<file path="config.mk">
export PLATFORM = sky130hd
export DESIGN_NAME = sdr_burst_col_gen
export DESIGN_NICKNAME = d
export VERILOG_FILES = /design/src/rtl/sdr_col_pkg.sv /design/src/rtl/sdr_blen_decode.sv /design/src/rtl/sdr_beat_ctrl.sv /design/src/rtl/sdr_col_mix.sv /design/src/rtl/sdr_burst_col_gen.sv
export SDC_FILE = /design/constraint.sdc
export NUM_CORES = 1
export LEC_CHECK = 0
export ABC_CLOCK_PERIOD_IN_PS = 5700
export BUFFER_PORTS_ARGS = -buffer_cell sky130_fd_sc_hd__buf_2
export CORE_UTILIZATION = 50
export CTS_BUF_LIST = sky130_fd_sc_hd__clkbuf_8
export CTS_CLUSTER_DIAMETER = 100
export CTS_CLUSTER_SIZE = 10
export DETAILED_ROUTE_END_ITERATION = 8
export PLACE_DENSITY = 0.72
export SLEW_MARGIN = 5
export SYNTH_ARGS = -nofsm -noshare
export SYNTH_HDL_FRONTEND = slang
export SYNTH_SLANG_ARGS = --single-unit
</file>
<file path="constraint.sdc">
create_clock -name clk -period 5.7 [get_ports clk]
set_input_delay 1.14 -clock clk [delete_from_list [all_inputs] [get_ports clk]]
set_output_delay 1.14 -clock clk [all_outputs]
set_load 0.01 [all_outputs]
</file>
<file path="src/rtl/sdr_col_pkg.sv">
package sdr_col_pkg;

  // Burst length codes; values are part of the block's interface.
  typedef enum logic [2:0] {
    BLEN_1    = 3'b000,
    BLEN_2    = 3'b001,
    BLEN_4    = 3'b010,
    BLEN_8    = 3'b011,
    BLEN_PAGE = 3'b111
  } blen_code_e;

  localparam int unsigned BLEN_CODE_W = 3;
  localparam int unsigned MAX_FIXED_LOG2 = 3;

  // log2 of the fixed burst length; reserved codes fall back to one beat.
  function automatic int unsigned blen_log2(input logic [BLEN_CODE_W-1:0] code);
    int unsigned r;
    if (code <= 3'(MAX_FIXED_LOG2)) r = int'(code);
    else                            r = 0;
    return r;
  endfunction

endpackage

</file>
<file path="src/rtl/sdr_blen_decode.sv">
module sdr_blen_decode
  import sdr_col_pkg::*;
#(
  parameter int unsigned COL_W = 8
) (
  input  logic [BLEN_CODE_W-1:0] code,
  input  logic                   ilv_in,
  output logic [COL_W-1:0]       wrap_mask,
  output logic                   full_page,
  output logic                   ilv_out
);

  int unsigned lg;

  always_comb begin
    full_page = (code == BLEN_PAGE);
    lg        = blen_log2(code);
    ilv_out   = ilv_in & ~full_page;
  end

  // One mask bit per column bit: set when the bit belongs to the wrapping field.
  for (genvar b = 0; b < COL_W; b++) begin : g_mask
    assign wrap_mask[b] = full_page | (lg > b);
  end

endmodule

</file>
<file path="src/rtl/sdr_beat_ctrl.sv">
module sdr_beat_ctrl #(
  parameter int unsigned COL_W = 8
) (
  input  logic             clk,
  input  logic             rst_n,
  input  logic             start_valid,
  input  logic [COL_W-1:0] start_col,
  input  logic             stop,
  input  logic [COL_W-1:0] mask_in,
  input  logic             full_in,
  input  logic             ilv_in,
  output logic             active,
  output logic [COL_W-1:0] beat,
  output logic [COL_W-1:0] base_col,
  output logic [COL_W-1:0] mask_q,
  output logic             full_q,
  output logic             ilv_q,
  output logic             at_end
);

  assign at_end = ~full_q & (beat == mask_q);

  always_ff @(posedge clk or negedge rst_n) begin
    if (!rst_n) begin
      active   <= 1'b0;
      beat     <= '0;
      base_col <= '0;
      mask_q   <= '0;
      full_q   <= 1'b0;
      ilv_q    <= 1'b0;
    end else if (start_valid) begin
      active   <= 1'b1;
      beat     <= '0;
      base_col <= start_col;
      mask_q   <= mask_in;
      full_q   <= full_in;
      ilv_q    <= ilv_in;
    end else if (stop) begin
      active   <= 1'b0;
    end else if (active) begin
      if (at_end) active <= 1'b0;
      else        beat   <= beat + COL_W'(1);
    end
  end


  full_page_runs_chk: assert property (@(posedge clk) disable iff (!rst_n)
    (active && full_q && !start_valid && !stop) |=> active);


  cfg_held_chk: assert property (@(posedge clk) disable iff (!rst_n)
    (active && !start_valid) |=> ($stable(mask_q) && $stable(ilv_q) && $stable(full_q)));

endmodule

</file>
<file path="src/rtl/sdr_col_mix.sv">
module sdr_col_mix #(
  parameter int unsigned COL_W = 8
) (
  input  logic [COL_W-1:0] base_col,
  input  logic [COL_W-1:0] beat,
  input  logic [COL_W-1:0] mask,
  input  logic             ilv,
  output logic [COL_W-1:0] col
);

  logic [COL_W-1:0] seq_sum;
  assign seq_sum = base_col + beat;

  // Bits inside the wrap field take the ordered value, the rest keep the start column.
  for (genvar b = 0; b < COL_W; b++) begin : g_bit
    assign col[b] = mask[b] ? (ilv ? (base_col[b] ^ beat[b]) : seq_sum[b])
                            : base_col[b];
  end

endmodule

</file>
<file path="src/rtl/sdr_burst_col_gen.sv">
module sdr_burst_col_gen
  import sdr_col_pkg::*;
#(
  parameter int unsigned COL_W = 8
) (
  input  logic                   clk,
  input  logic                   rst_n,
  input  logic [BLEN_CODE_W-1:0] cfg_burst_len,
  input  logic                   cfg_interleave,
  input  logic                   start_valid,
  input  logic [COL_W-1:0]       start_col,
  input  logic                   stop,
  output logic                   col_valid,
  output logic [COL_W-1:0]       col_addr,
  output logic                   col_last,
  output logic                   busy
);

  logic [COL_W-1:0] dec_mask;
  logic             dec_full;
  logic             dec_ilv;
  logic             active;
  logic [COL_W-1:0] beat;
  logic [COL_W-1:0] base_col;
  logic [COL_W-1:0] mask_q;
  logic             full_q;
  logic             ilv_q;
  logic             at_end;

  sdr_blen_decode #(.COL_W(COL_W)) u_decode (
    .code      (cfg_burst_len),
    .ilv_in    (cfg_interleave),
    .wrap_mask (dec_mask),
    .full_page (dec_full),
    .ilv_out   (dec_ilv)
  );

  sdr_beat_ctrl #(.COL_W(COL_W)) u_ctrl (
    .clk         (clk),
    .rst_n       (rst_n),
    .start_valid (start_valid),
    .start_col   (start_col),
    .stop        (stop),
    .mask_in     (dec_mask),
    .full_in     (dec_full),
    .ilv_in      (dec_ilv),
    .active      (active),
    .beat        (beat),
    .base_col    (base_col),
    .mask_q      (mask_q),
    .full_q      (full_q),
    .ilv_q       (ilv_q),
    .at_end      (at_end)
  );

  sdr_col_mix #(.COL_W(COL_W)) u_mix (
    .base_col (base_col),
    .beat     (beat),
    .mask     (mask_q),
    .ilv      (ilv_q),
    .col      (col_addr)
  );

  assign col_valid = active;
  assign col_last  = active & at_end;
  assign busy      = active & ~at_end;


  start_col_chk: assert property (@(posedge clk) disable iff (!rst_n)
    start_valid |=> (col_valid && col_addr == $past(start_col)));


  stop_drains_chk: assert property (@(posedge clk) disable iff (!rst_n)
    (stop && !start_valid) |=> !col_valid);


  last_then_idle_chk: assert property (@(posedge clk) disable iff (!rst_n)
    (col_last && !start_valid) |=> !col_valid);


  last_needs_valid_chk: assert property (@(posedge clk) disable iff (!rst_n)
    col_last |-> (col_valid && !full_q));


  busy_continues_chk: assert property (@(posedge clk) disable iff (!rst_n)
    (busy && !start_valid && !stop) |=> (col_valid && !$rose(col_valid)));


  page_step_chk: assert property (@(posedge clk) disable iff (!rst_n)
    (col_valid && full_q && !start_valid && !stop) |=> (col_addr == $past(col_addr) + COL_W'(1)));

endmodule

</file>
* After elaboration in Yosys (flattened, before gate mapping)
Index checks and enable logic that the tools add are counted.
Word-level totals: register bits after elaboration 27, latch bits 0, RAM bits 0, memory bits (read-only) 0, bits of input ports 16, output and inout bits 11, memories kept 0
Operators by class: add/sub/neg operators 2, multiply operators 0, div/mod/pow operators 0, magnitude comparators 9, equality and inequality tests 4, shift-type cells 0, muxes and demuxes 25, bitwise operators 23, reduce and logical (&&, ||, !) cells 2
Operators with widths (number):
- two-way mux 8 bit | 4
- two-way mux 1 bit | 20
- greater-than comparator 3 bit, second input constant | 4
- adder 8 x 1 -> 8 bit, second input constant | 1
- adder 8 bit | 1
- == test 8 bit | 1
- bitwise OR 1 bit | 8
- XOR 1 bit | 8
- greater-than comparator 3 x 1 -> 1 bit, second input constant | 2
- greater-than comparator 3 x 2 -> 1 bit, second input constant | 2
- bitwise AND 1 bit | 4
- != test 2 bit, second input constant | 2
- == test 3 bit, second input constant | 1
- <= comparator 3 x 2 -> 1 bit, second input constant | 1
- two-way mux 3 bit | 1
- inverter 1 bit | 3
- AND reduction 3 bit | 1
- nonzero test 2 bit | 1

* Logic depth before layout (Yosys ltp)
Gate-level depths: netlist (run 1).
depth in word-level cells 6, gate-level depth with buffers 8

* Modules after synthesis
A second synthesis (run 1) with hierarchy kept.
Second synthesis, totals: cell total of the unflattened synthesis 169, area total of the unflattened synthesis 1747.9 um^2
By module, submodules not included:
- sdr_beat_ctrl | instances 1, cells an instance 94, area each 1224.9 um^2, seq. area each 675.6 um^2
- sdr_col_mix | instances 1, cells an instance 61, area each 417.9 um^2, seq. area each 0.0 um^2
- sdr_blen_decode | instances 1, cells an instance 12, area each 88.8 um^2, seq. area each 0.0 um^2
- sdr_burst_col_gen | instances 1, cells an instance 2, area each 16.3 um^2, seq. area each 0.0 um^2

* Worst setup path after synthesis (run 1)
OpenSTA, ideal clock, no wires.
kind reg2out, from register u_ctrl.beat[0], to output port col_addr[6], arrival 1.829 ns, slack 2.731 ns, stages on the path, launching flop included 9, cells stage by stage dfrtp_1 ha_1 inv_1 fa_1 nor2b_4 o21ai_2 a211oi_1 o21ai_0 a31o_1
Between the ends: word-level cells in the longest chain between the ends 3
Ends and longest elaborated chain:
- from (decl) | line sdr_beat_ctrl.sv:13 | output logic [COL_W-1:0] beat,
- from (signal assigned) | line sdr_beat_ctrl.sv:42 | else beat <= beat + COL_W'(1);
- adder 8 bit | line sdr_col_mix.sv:12 | assign seq_sum = base_col + beat;
- two-way mux 1 bit (2 in a row) | line sdr_col_mix.sv:16 | assign col[b] = mask[b] ? (ilv ? (base_col[b] ^ beat[b]) : seq_sum[b])
- to (decl) | line sdr_burst_col_gen.sv:14 | output logic [COL_W-1:0] col_addr,
No other way between the ends.

* Final worst setup path (run 1)
Ends and elaborated chain as after synthesis.

==> results of run 1 <==
-- registers in the layout (all words and copies together), names as in the netlist --
name / count
u_ctrl.ilv_q: 1
u_ctrl.mask_q: 4
u_ctrl.active: 1
u_ctrl.beat: 8
u_ctrl.base_col: 8
-- cell families after synthesis --
| kind of cell | after synthesis | synth area share (%) |
|---|---|---|
| buffers and inverters | 14 | 3.80 |
| flip-flops | 22 | 38.0 |
| AND/OR/NAND/NOR | 47 | 17.0 |
| AO/OA/AOI/OAI | 36 | 16.0 |
| adder cells (fa/ha/maj) | 9 | 8.30 |
| XOR/XNOR | 14 | 8.47 |
| multiplexers | 11 | 8.38 |
-- metrics by stage --
| stage | area [um2] | instances |
|---|---|---|
| 2_1_floorplan | 1450 | 153 |
| 3_3_place_gp | 1600 | 205 |
| 3_5_place_dp | 1600 | 205 |
| 4_1_cts | 1640 | 208 |
| 5_1_grt | 1640 | 208 |
| 6_report | 1640 | 208 |
-- power breakdown --
part	internal, mW	switching (mW)	total [mW]
sequential	0.167	0.0138	0.181
clock	0.0472	0.0491	0.0963
combinational	0.0438	0.0498	0.0936
total	0.258	0.113	0.371
-- Yosys cell counts (all sizes together) (3+ instances only) --
master  count
dfrtp      22
nor2       21
o21ai      13
a21oi      10
inv         9
mux2        9
ha          8
xor2        8
nand2       6
xnor2       6
o211ai      5
and3        3
clkbuf      3
nand3       3
nor2b       3
-- per-layer routing --
metal / global-route usage, % / up-vias
li1: - / 591
met1: 25.0 / 562
met2: 36.8 / 19
met3: 3.02 / 5
met4: 10.4 / 0
met5: 0 / -
-- worst max-delay path by stage --
stage | startpoint | to | slack [ns]
after floorplan | u_ctrl.beat[0]$_DFFE_PN0P_ | col_addr[6] | 2.73
after global placement | u_ctrl.beat[0]$_DFFE_PN0P_ | col_addr[6] | 2.57
after detailed placement | u_ctrl.beat[0]$_DFFE_PN0P_ | col_addr[6] | 2.48
after CTS | u_ctrl.beat[0]$_DFFE_PN0P_ | col_addr[6] | 2.19
after global routing | u_ctrl.beat[0]$_DFFE_PN0P_ | col_addr[6] | 1.99
final | u_ctrl.beat[0]$_DFFE_PN0P_ | col_addr[6] | 2.21
-- cell type report --
class | count | share of cell area, %
Tap cell | 31 | 2.37
Clock buffer | 3 | 2.52
Sequential cell | 22 | 33.6
Multi-Input combinational cell | 117 | 51.5
Inverter | 9 | 2.06
Timing Repair Buffer | 26 | 7.95
==> summary by stage, run 1 <==
STA
The post-route worst hold slack is 0.541 ns. Based on the critical path, the design can be clocked at up to 0.286 GHz. The count of final max-slew check failures is 0. The final worst clock skew is 0.00204 ns. The worst path uses 61.3% of the clock period. Setup repair after global routing left no endpoint under its margin. The number of endpoints with negative hold slack in the final report is 0.

The final total negative setup slack is 0 ns. The final number of setup-violating endpoints is 0. For the pin with the worst max-slew slack, the measured transition is 0.506 ns. The final worst slack is 2.21 ns. The worst path needs 3.49 ns of the cycle, external delays included. Measured against its own limit, the worst slew margin works out to 66.3%.

Critical path
STA classifies the critical path startpoint as a register. The signal on the critical path passes through ha_1 -> inv_1 -> fa_1 -> nor2b_4 -> o21ai_2 -> a211oi_1 -> o21ai_0 -> a31o_1 -> buf_2. The type of element capturing the critical path is an output port. The delay contributed by the slowest stage of the critical path is 0.44 ns. For the worst flop-to-flop path, the logic depth is 5.

The number of logic stages on the critical path including buffering is 9. The internal reg-to-reg setup slack is 4.01 ns. The critical path's top delay family is compound AO/OA/AOI/OAI gates. By startpoint and endpoint, the worst setup path is classified as register to output port. Counting both buffers and inverters, the worst setup path holds a total of 2. Data on the critical path arrives at its endpoint at 2.35 ns. The slowest stage of the critical path is the sky130_fd_sc_hd__dfrtp_1 cell. The origin of the critical flop-to-flop path is u_ctrl.mask_q[6]$_DFFE_PN0P_. Along the worst path, the maximum fanout reaches 5. The worst register-to-register path ends at u_ctrl.beat[7]$_DFFE_PN0P_. At the worst endpoint, the required time is 4.56 ns.

Yosys
The commonest register cell after synthesis is sky130_fd_sc_hd__dfrtp_1. The post-synthesis cell type count is 38. During synthesis, Yosys emitted a total of 0 warnings. The cell taking the most area after synthesis is sky130_fd_sc_hd__dfrtp_1. Yosys mapped a number of flops with a built-in enable equal to 0. The post-synthesis instance area is 0.00145 mm2. Counting flops with an async set or reset pin after synthesis yields a share of 100%.

Ranked by total cell area, the synthesized netlist is headed by sky130_fd_sc_hd__dfrtp_1, sky130_fd_sc_hd__mux2_2, sky130_fd_sc_hd__ha_1, sky130_fd_sc_hd__nor2_1, sky130_fd_sc_hd__xor2_1. The share of the synthesized area in the top cell type is 38.0%. The number of instances in the synthesized netlist is 153. The synthesized design contains 22 register bits.

The mean post-synth cell area is 9.46 um2. Counting every net in the synthesized netlist gives 178. For this run, the register share of the synthesized area comes to 38.0%.

Clocking
The clock transition at the register clock pins on the worst setup and hold paths after CTS is 0.08 ns. The total clock sinks is 22. The CTS tree is yes. The maximum level of the CTS H-tree is 1. Clock latency on the worst-skew pair, taken at its later pin, is 0.26 ns. The master cell of the clock root buffer is sky130_fd_sc_hd__clkbuf_8.

The clock passes through at most 2 buffers. The number of setup buffers added after CTS is 0. The total clock buffers created by CTS is 3. In this run, post-CTS hold repair placed 0 buffers. Once the clock tree was built, the resizer swapped 0 gates to a different size.

Global route
The pin count of the biggest net entering global routing is 28. The overall global routing resource usage is 21.0%. The initial antenna violation count came to 0. The number of global-route vias before repair is 1195.

The remaining global-route overflow is 0. The first global-routing pass estimated 5130 um of wire.

Layout
The layout cell share with drive strength beyond 1 is 24.9%. Leaving out fill and tap cells, the most frequent cells in the layout are sky130_fd_sc_hd__buf_2, sky130_fd_sc_hd__dfrtp_1, sky130_fd_sc_hd__nor2_1. After the last flow step, the layout net total stands at 204.

The footprint of the multi-input gates is 842 um2. For this run, the share of the core covered by cells in the final layout is 59.3%. The growth of design area from synthesis to finish is 13.1%. Counting the fill cells in the layout gives 258. Summing all flip-flop and latch instances after layout gives 551 um2. The antenna diode instance count is 0.

The library cell used most frequently in the layout, excluding fill and tap cells, is sky130_fd_sc_hd__buf_2.

Pwr
Across the VDD grid, the largest voltage drop is 0.186 mV. In this run the power density over the cells is 227 mW/mm2. Summed over all cells, the static leakage comes to 0.768 nW. The total power after layout is 0.371 mW.

Detailed routing
The first detailed-routing pass ran for 4 iterations. After detailed routing, the wire length on met1 is 1260 um. The iteration-0 DRC count of the detailed router is 36. The detailed route wirelength on metal3 is 74 um. In the final routed layout, each cell accounts on average for 13.4 um. In the detailed route, the total length drawn on met2 is 1400 um. The ratio of routed vias to standard cells is 5.66. The final wirelength is 2780 um. Routed signal wires occupy layers up through met4. The remaining antenna violation count is 0. The total DRC errors in the routed layout is 0. Across all layers, the routed design uses 1177 vias.

Die
The core region is 0.00276 mm2. The floorplan step defined a die boundary enclosing 0.00311 mm2. 27 I/O pins were placed. The placement row count is 19.

Measured along the x axis, the die boundary spans 55.8 um. The effective utilization at floorplan is 52.5%. Measured along the y axis, the die boundary spans 55.8 um.

Min path
The source of the worst hold timing path is u_ctrl.base_col[7]$_DFFE_PN0P_. For hold timing, the worst endpoint is u_ctrl.base_col[7]$_DFFE_PN0P_. Along the worst hold path, the cell count comes to 1. The path class of the lowest-slack min-delay path is register to register.

Placed design
Routability-driven placement finished with a final weighted congestion of 0.772. The detailed placement HPWL is 2150 um. The worst slack at placement is 2.48 ns. During placement, the flow inserted port buffers numbering 26.

Status
The run finished with clean final reports.

Flow run
The max-cap violation count is 0.
Note: power is estimated with default switching activity, not from simulation.
==> run 2: changes to the inputs <==
Settings changed: ABC_CLOCK_PERIOD_IN_PS 5700 to 3500.
Clock period 5.7 ns to 3.5 ns, I/O delays scaled along.
==> run 2 against run 1 <==
Sequential share of layout area is the same; count of clock-buffer cells in the layout unchanged; flip-flop and latch count unchanged; first-iteration DRC count down 28%; cell count stayed put; largest cell class unchanged; non-clock buffer count did not move; worst hold slack got worse by 0.14 ns; total power rose by 64%; clock skew is 0.0020 ns higher; cell area unchanged; critical path depth did not move; sequential power rose by 63%.
==> summary by stage, run 2 (same netlist as run 1, synthesis figures left out) <==
Layout
The antenna diode instance count came to 0 (unchanged). In the layout the commonest cells are sky130_fd_sc_hd__buf_2, sky130_fd_sc_hd__dfrtp_1, sky130_fd_sc_hd__nor2_1. The layout cell share with drive strength beyond 1 is 24.9% (unchanged). The largest registers in the layout are u_ctrl.base_col: 8 flops, u_ctrl.beat: 8 flops, u_ctrl.mask_q: 4 flops.

The library cell used most frequently in the layout, excluding fill and tap cells, is sky130_fd_sc_hd__buf_2. The growth of design area from synthesis to finish was 13.1% (unchanged). The final net count was 204 (unchanged). The number of cells in the finished layout apart from fillers is 208 (unchanged).

The final-layout fill cell count was 246 (-4.7%).

STA
The final total negative setup slack is 0 ns (unchanged). Setup repair after global routing left no endpoint under its margin. The transition time at the pin with the least slew margin is 0.513 ns (+0.00748 ns). The worst slew margin relative to its limit is 65.8% (-0.50 points). The final worst slack is 0.435 ns (-1.77 ns). The number of endpoints with negative hold slack in the final report came to 0 (unchanged). Static timing analysis puts the maximum clock frequency at 0.326 GHz. The post-route fraction of the period consumed by the critical path is 87.6%. The clock period minus final worst setup slack is 3.07 ns.

The final number of setup-violating endpoints is 0 (unchanged). The final worst clock skew is 0.00401 ns (+0.00197 ns). The count of final max-slew check failures is 0 (unchanged).

Pwr
The areal power density over the cells is 371 mW/mm2 (+64%). The static leakage is 0.768 nW (unchanged). The largest vdd supply drop is 0.253 mV (+36%).

Clocking
The clock transition at the register clock pins on the worst setup and hold paths after CTS is 0.08 ns (about the same). The total clock sinks is 22 (unchanged). The master cell of the clock root buffer is sky130_fd_sc_hd__clkbuf_8. The maximum level of the CTS H-tree was 1 (unchanged). The number of setup buffers added after CTS is 0 (unchanged). TritonCTS built the clock tree. The number of buffers on the longest clock path is 2 (unchanged).

The hold buffer count at cts came to 0 (unchanged). The total clock buffers created by CTS is 3 (unchanged). The number of gates resized after cts came to 0 (unchanged). The clock latency of the later-clocked register in the worst-skew pair is 0.26 ns (about the same).

Die
The die boundary height is 55.8 um (unchanged). The floorplan die width was 55.8 um (unchanged). The full die area is 0.00311 mm2 (unchanged). The core outline area is 0.00276 mm2 (unchanged). The boundary pin count is 27 (unchanged). The effective utilization at floorplan is 52.5% (unchanged). The placement row count is 19 (unchanged).

Critical path
The type of element capturing the critical path is an output port. The critical path launch point type is a register. The required time at the endpoint of the critical path is 2.80 ns (-1.76 ns). The maximum fanout along the worst path is 5 (unchanged). The worst path arrival time is 2.37 ns (+0.02 ns). The start-to-end type of the worst setup path is register to output port.

Global route
The number of global-route vias before repair came to 1163 (-2.7%). The pin count of the biggest net entering global routing is 28 (unchanged). The global-route wire length before repair came to 5040 um (-1.8%). The overall global routing resource usage is 20.7% (-0.26 points). The initial antenna violation count is 0 (unchanged).

The remaining global-route overflow is 0 (unchanged).

Placed design
The number of placed instances, taps included is 205 (unchanged). The routability congestion estimate from global placement is 0.772 (about the same). The worst slack at placement is 0.722 ns (-1.76 ns). The number of buffers inserted by port buffering came to 26 (unchanged). The detailed placement HPWL came to 2130 um (-0.75%).

Detailed routing
The routed length per instance was 13.7 um (+2.3%). The ratio of routed vias to standard cells came to 5.64 (-0.25%). The final wirelength is 2850 um (+2.3%).

The remaining antenna violation count is 0 (unchanged). The total vias in the final route is 1174 (-0.25%). The iteration-0 DRC count of the detailed router is 26 (-28%). The total DRC errors in the routed layout was 0 (unchanged). The number of search-and-repair iterations in the first detailed-routing pass is 4 (unchanged).

Min path
The min-delay analysis places its worst path in the category input pin to asynchronous set/reset pin.

Flow run
The max-cap violation count is 0 (unchanged).

Status
The flow ran to the end, and the final reports show no timing, DRC or antenna violations.
[run 2: cell type report]
cell class                      instances  area, um2  area share (%)
Clock buffer                            3       41.3            2.52
Inverter                                9       33.8            2.06
Multi-Input combinational cell        117        842            51.5
Sequential cell                        22        551            33.6
Tap cell                               31       38.8            2.37
Timing Repair Buffer                   26        130            7.95
[run 2: power breakdown]
group | switching [mW] | internal, mW | total (mW)
Sequential | 0.0225 | 0.272 | 0.295
Combinational | 0.0818 | 0.0711 | 0.153
Clock | 0.0825 | 0.0769 | 0.159
Total | 0.187 | 0.420 | 0.607
[run 2: worst paths after layout]
kind	start	to	slack, ns	cells after the start
setup reg to reg	u_ctrl.mask_q[6]$_DFFE_PN0P_	u_ctrl.beat[7]$_DFFE_PN0P_	1.83	5
hold / removal	rst_n	u_ctrl.base_col[6]$_DFFE_PN0P_	0.40	1
setup / recovery	u_ctrl.beat[0]$_DFFE_PN0P_	col_addr[6]	0.43	9
hold reg to reg	u_ctrl.base_col[7]$_DFFE_PN0P_	u_ctrl.base_col[7]$_DFFE_PN0P_	0.54	1
max in group asynchronous	rst_n	u_ctrl.beat[2]$_DFFE_PN0P_	2.76	1
min in group clk	u_ctrl.base_col[7]$_DFFE_PN0P_	u_ctrl.base_col[7]$_DFFE_PN0P_	0.54	1
[run 2: stage by stage]
stage | utilization [%] | hold slack, ns | power (mW) | cell area (um2)
floorplan | - | 0.404 | 0.402 | 1450
global placement | 57.8 | 0.511 | 0.448 | 1600
detailed placement | 57.8 | 0.528 | 0.454 | 1600
CTS | 59.3 | 0.416 | 0.613 | 1640
global route | 59.3 | 0.417 | 0.645 | 1640
finish | 59.3 | 0.396 | 0.607 | 1640
[run 2: metal layers]
metal	up-vias	track usage (%)	share of wire, %
met4	0	11.4	2.7
met1	557	24.5	46
met5	-	0	0
li1	588	-	-
met3	9	3.49	2.8
met2	20	35.6	49
[run 2: worst max-delay path, stage by stage, from the launching register on]
cell and delay, ns:
sky130_fd_sc_hd__dfrtp_1 0.44, sky130_fd_sc_hd__ha_1 0.21, sky130_fd_sc_hd__inv_1 0.06, sky130_fd_sc_hd__fa_1 0.42, sky130_fd_sc_hd__nor2b_4 0.14, sky130_fd_sc_hd__o21ai_2 0.06
sky130_fd_sc_hd__a211oi_1 0.29, sky130_fd_sc_hd__o21ai_0 0.14, sky130_fd_sc_hd__a31o_1 0.21, sky130_fd_sc_hd__buf_2 0.13
